## src/rtl/smt_sched_pkg.sv

```systemverilog
package smt_sched_pkg;

    typedef enum logic [1:0] {
        FU_LSU = 2'd0,
        FU_ADD = 2'd1,
        FU_MUL = 2'd2,
        FU_LOG = 2'd3
    } fu_e;

    localparam int unsigned NUM_FU = 4;

    function automatic int unsigned max_of4(int unsigned a, int unsigned b,
                                            int unsigned c, int unsigned d);
        int unsigned m;
        m = a;
        if (b > m) m = b;
        if (c > m) m = c;
        if (d > m) m = d;
        return m;
    endfunction

endpackage

```

## src/rtl/smt_thread_ctl.sv

```systemverilog
module smt_thread_ctl
    import smt_sched_pkg::*;
#(
    parameter int unsigned NREG    = 16,
    parameter int unsigned LAT_LSU = 2,
    parameter int unsigned LAT_ADD = 1,
    parameter int unsigned LAT_MUL = 3,
    parameter int unsigned LAT_LOG = 1,
    localparam int unsigned RW  = $clog2(NREG),
    localparam int unsigned WIN = max_of4(LAT_LSU, LAT_ADD, LAT_MUL, LAT_LOG)
) (
    input  logic          clk,
    input  logic          rst_n,
    input  logic          req_valid,
    input  fu_e           req_unit,
    input  logic [RW-1:0] src_a,
    input  logic [RW-1:0] src_b,
    input  logic [RW-1:0] dst,
    input  logic          grant,
    output logic          ready,
    output logic          wb_valid,
    output fu_e           wb_unit,
    output logic [RW-1:0] wb_dst
);

    typedef struct packed {
        logic          v;
        fu_e           unit;
        logic [RW-1:0] dst;
    } slot_t;

    typedef struct packed {
        logic [NREG-1:0]  pend;
        slot_t [WIN-1:0]  slot;
    } state_t;

    state_t state_d, state_q;
    int     lat_sel;
    logic   slot_free;
    logic   hazard;

    always_comb begin
        unique case (req_unit)
            FU_LSU:  lat_sel = int'(LAT_LSU);
            FU_ADD:  lat_sel = int'(LAT_ADD);
            FU_MUL:  lat_sel = int'(LAT_MUL);
            default: lat_sel = int'(LAT_LOG);
        endcase

        // The entry now at depth lat_sel lands where the new one would go.
        slot_free = 1'b1;
        for (int k = 1; k < int'(WIN); k++) begin
            if (k == lat_sel && state_q.slot[k].v) slot_free = 1'b0;
        end

        hazard = state_q.pend[src_a] | state_q.pend[src_b] | state_q.pend[dst];
        ready  = req_valid && !hazard && slot_free;

        state_d = state_q;
        for (int k = 0; k < int'(WIN) - 1; k++) begin
            state_d.slot[k] = state_q.slot[k+1];
        end
        state_d.slot[WIN-1] = '0;

        if (state_q.slot[0].v) state_d.pend[state_q.slot[0].dst] = 1'b0;

        if (grant) begin
            for (int k = 0; k < int'(WIN); k++) begin
                if (k == lat_sel - 1) begin
                    state_d.slot[k].v    = 1'b1;
                    state_d.slot[k].unit = req_unit;
                    state_d.slot[k].dst  = dst;
                end
            end
            state_d.pend[dst] = 1'b1;
        end
    end

    always_ff @(posedge clk) begin
        if (!rst_n) state_q <= '0;
        else        state_q <= state_d;
    end

    assign wb_valid = state_q.slot[0].v;
    assign wb_unit  = state_q.slot[0].unit;
    assign wb_dst   = state_q.slot[0].dst;

endmodule

```

## src/rtl/smt_fu_arb.sv

```systemverilog
module smt_fu_arb #(
    parameter int unsigned NT = 4,
    localparam int unsigned TW = (NT > 1) ? $clog2(NT) : 1
) (
    input  logic [NT-1:0] req,
    output logic [NT-1:0] gnt,
    output logic          valid,
    output logic [TW-1:0] idx
);

    always_comb begin
        gnt   = '0;
        valid = 1'b0;
        idx   = '0;
        // Walk from the lowest index upward; the first hit wins.
        for (int t = 0; t < int'(NT); t++) begin
            if (req[t] && !valid) begin
                valid  = 1'b1;
                gnt[t] = 1'b1;
                idx    = TW'(t);
            end
        end
    end

endmodule

```

## src/rtl/smt_issue_sched.sv

```systemverilog
module smt_issue_sched
    import smt_sched_pkg::*;
#(
    parameter int unsigned NTHREAD = 4,
    parameter int unsigned NREG    = 16,
    parameter int unsigned LAT_LSU = 2,
    parameter int unsigned LAT_ADD = 1,
    parameter int unsigned LAT_MUL = 3,
    parameter int unsigned LAT_LOG = 1,
    localparam int unsigned TW = (NTHREAD > 1) ? $clog2(NTHREAD) : 1,
    localparam int unsigned RW = $clog2(NREG)
) (
    input  logic                           clk,
    input  logic                           rst_n,
    input  logic [NTHREAD-1:0]             req_valid,
    input  logic [NTHREAD-1:0][1:0]        req_unit,
    input  logic [NTHREAD-1:0][RW-1:0]     req_src_a,
    input  logic [NTHREAD-1:0][RW-1:0]     req_src_b,
    input  logic [NTHREAD-1:0][RW-1:0]     req_dst,
    output logic [NTHREAD-1:0]             grant,
    output logic [NUM_FU-1:0]              unit_valid,
    output logic [NUM_FU-1:0][TW-1:0]      unit_thread,
    output logic [NTHREAD-1:0]             wb_valid,
    output logic [NTHREAD-1:0][1:0]        wb_unit,
    output logic [NTHREAD-1:0][RW-1:0]     wb_dst
);

    logic [NTHREAD-1:0]              thr_ready;
    logic [NUM_FU-1:0][NTHREAD-1:0]  unit_req;
    logic [NUM_FU-1:0][NTHREAD-1:0]  unit_gnt;

    for (genvar t = 0; t < NTHREAD; t++) begin : g_thr
        fu_e wb_unit_e;

        smt_thread_ctl #(
            .NREG    (NREG),
            .LAT_LSU (LAT_LSU),
            .LAT_ADD (LAT_ADD),
            .LAT_MUL (LAT_MUL),
            .LAT_LOG (LAT_LOG)
        ) u_thr (
            .clk       (clk),
            .rst_n     (rst_n),
            .req_valid (req_valid[t]),
            .req_unit  (fu_e'(req_unit[t])),
            .src_a     (req_src_a[t]),
            .src_b     (req_src_b[t]),
            .dst       (req_dst[t]),
            .grant     (grant[t]),
            .ready     (thr_ready[t]),
            .wb_valid  (wb_valid[t]),
            .wb_unit   (wb_unit_e),
            .wb_dst    (wb_dst[t])
        );

        assign wb_unit[t] = wb_unit_e;
    end

    always_comb begin
        for (int u = 0; u < int'(NUM_FU); u++) begin
            for (int t = 0; t < int'(NTHREAD); t++) begin
                unit_req[u][t] = thr_ready[t] && (req_unit[t] == 2'(u));
            end
        end
    end

    for (genvar u = 0; u < NUM_FU; u++) begin : g_arb
        smt_fu_arb #(.NT(NTHREAD)) u_arb (
            .req   (unit_req[u]),
            .gnt   (unit_gnt[u]),
            .valid (unit_valid[u]),
            .idx   (unit_thread[u])
        );
    end

    always_comb begin
        grant = '0;
        for (int u = 0; u < int'(NUM_FU); u++) begin
            grant = grant | unit_gnt[u];
        end
    end

endmodule

```

## config.mk

```make
export PLATFORM = sky130hd
export DESIGN_NAME = smt_issue_sched
export DESIGN_NICKNAME = d
export VERILOG_FILES = /design/src/rtl/smt_sched_pkg.sv /design/src/rtl/smt_thread_ctl.sv /design/src/rtl/smt_fu_arb.sv /design/src/rtl/smt_issue_sched.sv
export SDC_FILE = /design/constraint.sdc
export NUM_CORES = 1
export LEC_CHECK = 0
export BUFFER_PORTS_ARGS = -buffer_cell sky130_fd_sc_hd__buf_2
export CAP_MARGIN = 25
export CORE_MARGIN = 5
export CORE_UTILIZATION = 55
export CTS_CLUSTER_SIZE = 20
export DETAILED_ROUTE_END_ITERATION = 7
export GPL_TIMING_DRIVEN = 0
export PLACE_DENSITY = 0.75
export RECOVER_POWER = 50
export SKIP_CTS_REPAIR_TIMING = 1
export SLEW_MARGIN = 5
export SYNTH_ARGS = -nofsm -noshare
export SYNTH_HDL_FRONTEND = slang
export SYNTH_HIERARCHICAL = 1
export SYNTH_SLANG_ARGS = --single-unit
export TNS_END_PERCENT = 30
```

## constraint.sdc

```tcl
create_clock -name clk -period 4.8 [get_ports clk]
set_input_delay 0.96 -clock clk [delete_from_list [all_inputs] [get_ports clk]]
set_output_delay 0.96 -clock clk [all_outputs]
set_load 0.005 [all_outputs]
```

Word-level counts from Yosys, hierarchy flattened

Cells that the tools add are included.

Input port bits: 62
Output and inout port bits: 44
Logic and storage cells: 315
Flip-flop bits (word level): 148

Eq/ne operators: 28
Order comparisons: 24
$add $sub $neg: 4
Bitwise gates (word level): 23
Reductions and logical operators: 84
Mux-type cells: 112

Operators with widths:

| operator              | count |
|---|---|
| $mux W37              | 4 |
| $eq A2 B32 Y1 const A | 4 |
| $eq A3 B32 Y1 const A | 4 |
| $logic_not A32 Y1     | 4 |
| $mux W7               | 12 |
| $lt A4 B5 Y1 const B  | 16 |
| $and A16 B16 Y16      | 4 |
| $mux W16              | 4 |
| $not A16 Y16          | 4 |
| $or A16 B16 Y16       | 4 |
| $mux W1               | 60 |
| $logic_and A1 B1 Y1   | 52 |
| $bmux W1 S4           | 12 |
| $demux W1 S4          | 8 |
| $ge A4 B1 Y1 const B  | 8 |
| $eq A2 B2 Y1 const B  | 8 |
| $logic_not A1 Y1      | 16 |
| $mux W2               | 8 |
| $pmux W2 S2           | 4 |
| $or A4 B4 Y4          | 3 |
| $reduce_and A3 Y1     | 4 |
| $sub A2 B1 Y3 const B | 4 |
| $eq A1 B2 Y1 const A  | 4 |
| $eq A2 B1 Y1 const B  | 4 |
| other kinds (4)       | 20 |

Logic depth before layout (Yosys ltp)

Depth in word-level cells: 22
Mapped depth: 13
Mapped depth without buffers: 12

Modules after synthesis

Netlist, hierarchy kept.

Modules (own cells, without submodules):

| module                               | area each (µm²) | cells each | instances |
|---|---|---|---|
| smt_thread_ctl at g_thr[1].u_thr ... | 1841.8          | 185        | 2 |
| smt_thread_ctl at g_thr[3].u_thr     | 1854.3          | 186        | 1 |
| smt_thread_ctl at g_thr[0].u_thr     | 1851.8          | 184        | 1 |
| smt_fu_arb                           | 61.3            | 11         | 4 |
| smt_issue_sched                      | 155.1           | 20         | 1 |

Worst setup path before layout

OpenSTA, ideal clock, no wires.

Path kind: input to output
Start: input req_dst[5] (netlist name)
End: output grant[2]
Buffers on the path: 1
Setup slack: 370 ps
Data required time: 3840 ps
Cell stages on the path: 9
Arrival time: 3470 ps
Path through: clkbuf_1 > mux4_2 > a32oi_1 > nand4_1 > a2111oi_2 > nor3b_1 > nor2_1 > and2_1 > or4_1

RTL lines:

| element     | RTL line              | RTL |
|---|---|---|
| from (decl) | smt_issue_sched.sv:19 | `input logic [NTHREAD-1:0][RW-1:0] req_dst,` |
| to (decl)   | smt_issue_sched.sv:20 | `output logic [NTHREAD-1:0] grant,` |

==> impl_summary.txt <==
----------------------------------------------------
[Route]
  Remaining routing DRC violations ... 0
  Per-cell routed wire length ... 17.6 um
  ANT nets after route ... 0
  Total routed wirelength ... 19700 um
  Via count ... 6561
  Router iterations before antenna repair ... 7
  Average vias per placed instance ... 5.85
  Starting DRC count in detailed routing ... 600

[Logic synthesis]
  Most frequently used flop master after synthesis ... dfxtp_1
  Flip-flop and latch count after synthesis ... 148
  Yosys warns ... 6
  Cell count after synthesis ... 804
  Synthesized area per cell ... 9.69 sq um
  Share of synthesized flip-flops with an asynchronous set or reset ... 0%
  Fraction of the yosys area taken by sequential cells ... 38.0%
  Library cells used by synthesis ... 45
  EDFF count, synth ... 0
  Total standard cell area after synthesis ... 7790 sq um
  Net count after synthesis ... 866

[Critical path]
  Delay contributed by the slowest stage of the critical path ... 590 ps
  Required time of the worst setup path ... 3840 ps
  Ordered cell list for the critical path ... buf_2, mux4_1, mux2_2, a2111oi_4, and3b_1, nor2_1, and2_1, or4_4, buf_2
  Critical register-to-register path startpoint ... g_thr[1].u_thr/state_q[27]
  Critical path type ... input port to primary output
  Cell depth of the worst flop-to-flop path ... 11
  Arrival time of the worst setup path ... 3750 ps
  Type of destination of the critical path ... primary output
  End point of the critical path ... grant[2]
  Critical-path top delay cell ... or4_4
  Crit-path max FO ... 6
  First element of the critical path ... req_src_a[6]
  Slack of the worst reg-to-reg path ... 960 ps
  Worst reg2reg path endpoint ... g_thr[1].u_thr/state_q[10]
  Critical path's most frequent cell ... buf_2
  Setup crit start kind ... input port

[Global routing]
  Met2 usage ... 38.5%
  Met3 Usage GRT ... 5.61%
  Largest net degree at the start of global routing ... 21
  Global Route Usage Sum ... 23.9%
  Met1 track utilization from global routing ... 31.8%
  Antenna violations before repair ... 1
  Number of global-route vias before repair ... 6337
  Global route total overflow ... 0
  Wire length of the first global-routing pass ... 31500 um
  Most used routing layer in global routing ... met2

[Floorplanning]
  Height of the die ... 129 um
  Row Count ... 43
  Top-Level Pins ... 106
  Floorplan Core Area ... 13900 sq um
  Die span in x ... 129 um
  Full die area ... 16600 sq um
  Starting Density ... 56.1%

[Timing]
  Timing-limited maximum frequency ... 213 MHz
  Setup repair after global routing missed its margin ... no
  Final critical-path share of the clock period ... 98.0%
  Max-slew headroom ... 22.2%
  Clock period minus worst slack ... 4710 ps
  Slew Viols, Final ... 0
  Setup-violating endpoint count in the final report ... 0
  Crit path setup slack, layout ... 94.7 ps
  Hold Vio Cnt, Final ... 0
  Worst setup skew after layout ... 13.6 ps
  Worst hold margin ... 443 ps
  Transition time at the pin with the least slew margin ... 1160 ps

[Clock tree]
  Clock-pin slew on the worst setup and hold paths ... 60 ps
  Buffer type at the clock tree root ... clkbuf_16
  H-Tree Level Count ... 4
  CTS sink cnt ... 148
  CTS max path bufs ... 2
  CTS tree ... yes
  Clock insertion delay at the later pin of the skew report ... 420 ps
  Number of CTS-inserted buffers ... 17

[Place]
  Placed wire-length estimate after detailed placement ... 14400 um
  Post-place instance area ... 8520 sq um
  Port Buffers ... 100
  Post-Place Setup Slack ... -643 ps
  Routability Congestion ... 0.933

[Run]
  Max-Cap Viols ... 0

[Pwr]
  LEAKAGE ... 3.61 nW
  Power per Cell Area ... 319 nW/um^2
  Worst voltage drop across the vdd grid ... 0.289 mV

[Final layout]
  Fraction of final layout cells with drive strength greater than 1 ... 25.1%
  Antenna cell count ... 0
  Nets ... 990
  Final Util ... 66.2%
  Area of all placed cells without fillers ... 9190 sq um
  P&R area growth vs syn ... 17.9%

[Run status]
  Status ... complete, no violations

[Hold path]
  Min-delay worst type ... register to register

----------------------------------------------------
[cell usage in the layout, fill, tap and decap left out, types with 4 or more instances in the layout]
master	count
and3b_1	16
mux2_2	7
and2_1	23
clkbuf_16	17
o21a_1	12
buf_4	7
clkbuf_8	4
clkinvlp_4	4
clkbuf_1	27
mux2i_1	31
o22ai_1	4
buf_2	99
and4b_1	8
nand4_1	4
clkbuf_4	26
nor2b_1	24
a21oi_1	4
nand2_1	126
or3b_2	6
nand3b_1	12
inv_6	4
nor2_1	33
inv_1	8
o21ai_0	64
nand2b_1	10
and3_1	7
dfxtp_1	148
nor3b_1	6
mux4_1	13
nor3_1	8
nand3_1	14
or2_2	4
mux4_2	31
a21boi_0	86
conb_1	4
[registers in the layout, indices dropped and copies added, names as in the netlist]
name	cells
g_thr.u_thr/wb_dst	16
g_thr.u_thr/wb_valid	4
g_thr.u_thr/state_q	120
g_thr.u_thr/wb_unit	8
[final cells by class]
type                    count  area [sq um]
plain buffers              59           374
clock buffers              19           443
clock inverters            13           123
fillers                  1149          4700
inverters                   8          30.0
multi-input cells         589          4500
flip-flops and latches    148          2960
well taps                 180           225
repair buffers            105           529
[cell usage after synthesis (13+ instances only)]
cell type	instances	area (sq um)
dfxtp_1	148	2960
nand2_1	126	473
a21boi_0	86	646
o21ai_0	64	320
nor2_1	33	124
mux2i_1	31	310
mux4_2	31	698
buf_4	28	210
and2_1	26	163
clkbuf_1	25	93.8
nor2b_1	24	150
and3b_1	16	140
nand3_1	14	70.1
mux4_1	13	342
[metal layers]
| layer | vias up | share of wire [%] |
|---|---|---|
| met1 | 3098 | 43 |
| met2 | 291 | 47 |
| met4 | 2 | 1.7 |
| met3 | 33 | 7.7 |
| li1 | 3137 | - |
| met5 | - | 0.035 |
[cell families (layout without fill, tap and decap cells)]
logic type             Yosys count  in the layout  share of synthesized area [%]
multiplexers                    82             82                           18.3
AND/OR/NAND/NOR                321            321                           22.7
AO/OA/AOI/OAI                  182            182                           15.7
other                            4              4                          0.193
flip-flops                     148            148                           38.0
buffers and inverters           67            204                           5.09
[power breakdown]
group          total, mW  internal, mW  switching, mW  leakage (nW)
logic              0.381         0.174          0.207          2.14
registers           1.29          1.27         0.0271          1.20
clock network       1.25         0.732          0.521         0.267
total               2.93          2.17          0.755          3.61
[how the worst min path moves through the flow]
stage / start / to / depth (start not counted) / slack (ps)
2_1_floorplan: g_thr[0].u_thr/state_q[11] / g_thr[0].u_thr/wb_unit[0] / 1 / 420
3_3_place_gp: g_thr[1].u_thr/state_q[11] / g_thr[1].u_thr/wb_unit[0] / 1 / 420
3_5_place_dp: g_thr[2].u_thr/state_q[11] / g_thr[2].u_thr/wb_unit[0] / 1 / 430
4_1_cts: g_thr[2].u_thr/state_q[11] / g_thr[2].u_thr/wb_unit[0] / 1 / 450
5_1_grt: g_thr[1].u_thr/state_q[11] / g_thr[1].u_thr/wb_unit[0] / 1 / 460
6_report: g_thr[1].u_thr/state_q[11] / g_thr[1].u_thr/wb_unit[0] / 1 / 440
[critical path: cells and delay by family]
| family | cells | cell delay, ps |
|---|---|---|
| AOI/OAI and AO/OA | 1 | 490 |
| buffers and inverters | 2 | 300 |
| muxes | 2 | 880 |
| and+or+nand+nor | 4 | 1100 |
[metrics by stage]
step	total power [mW]	cells	TNS (ps)
detailed placement	1.68	1084	-4660
global placement	1.68	1084	-3380
global route	3.05	1121	0
CTS	2.94	1116	-1410
finish	2.93	1121	0
floorplan	1.54	804	0
Note: power is estimated with default switching activity, not from simulation.
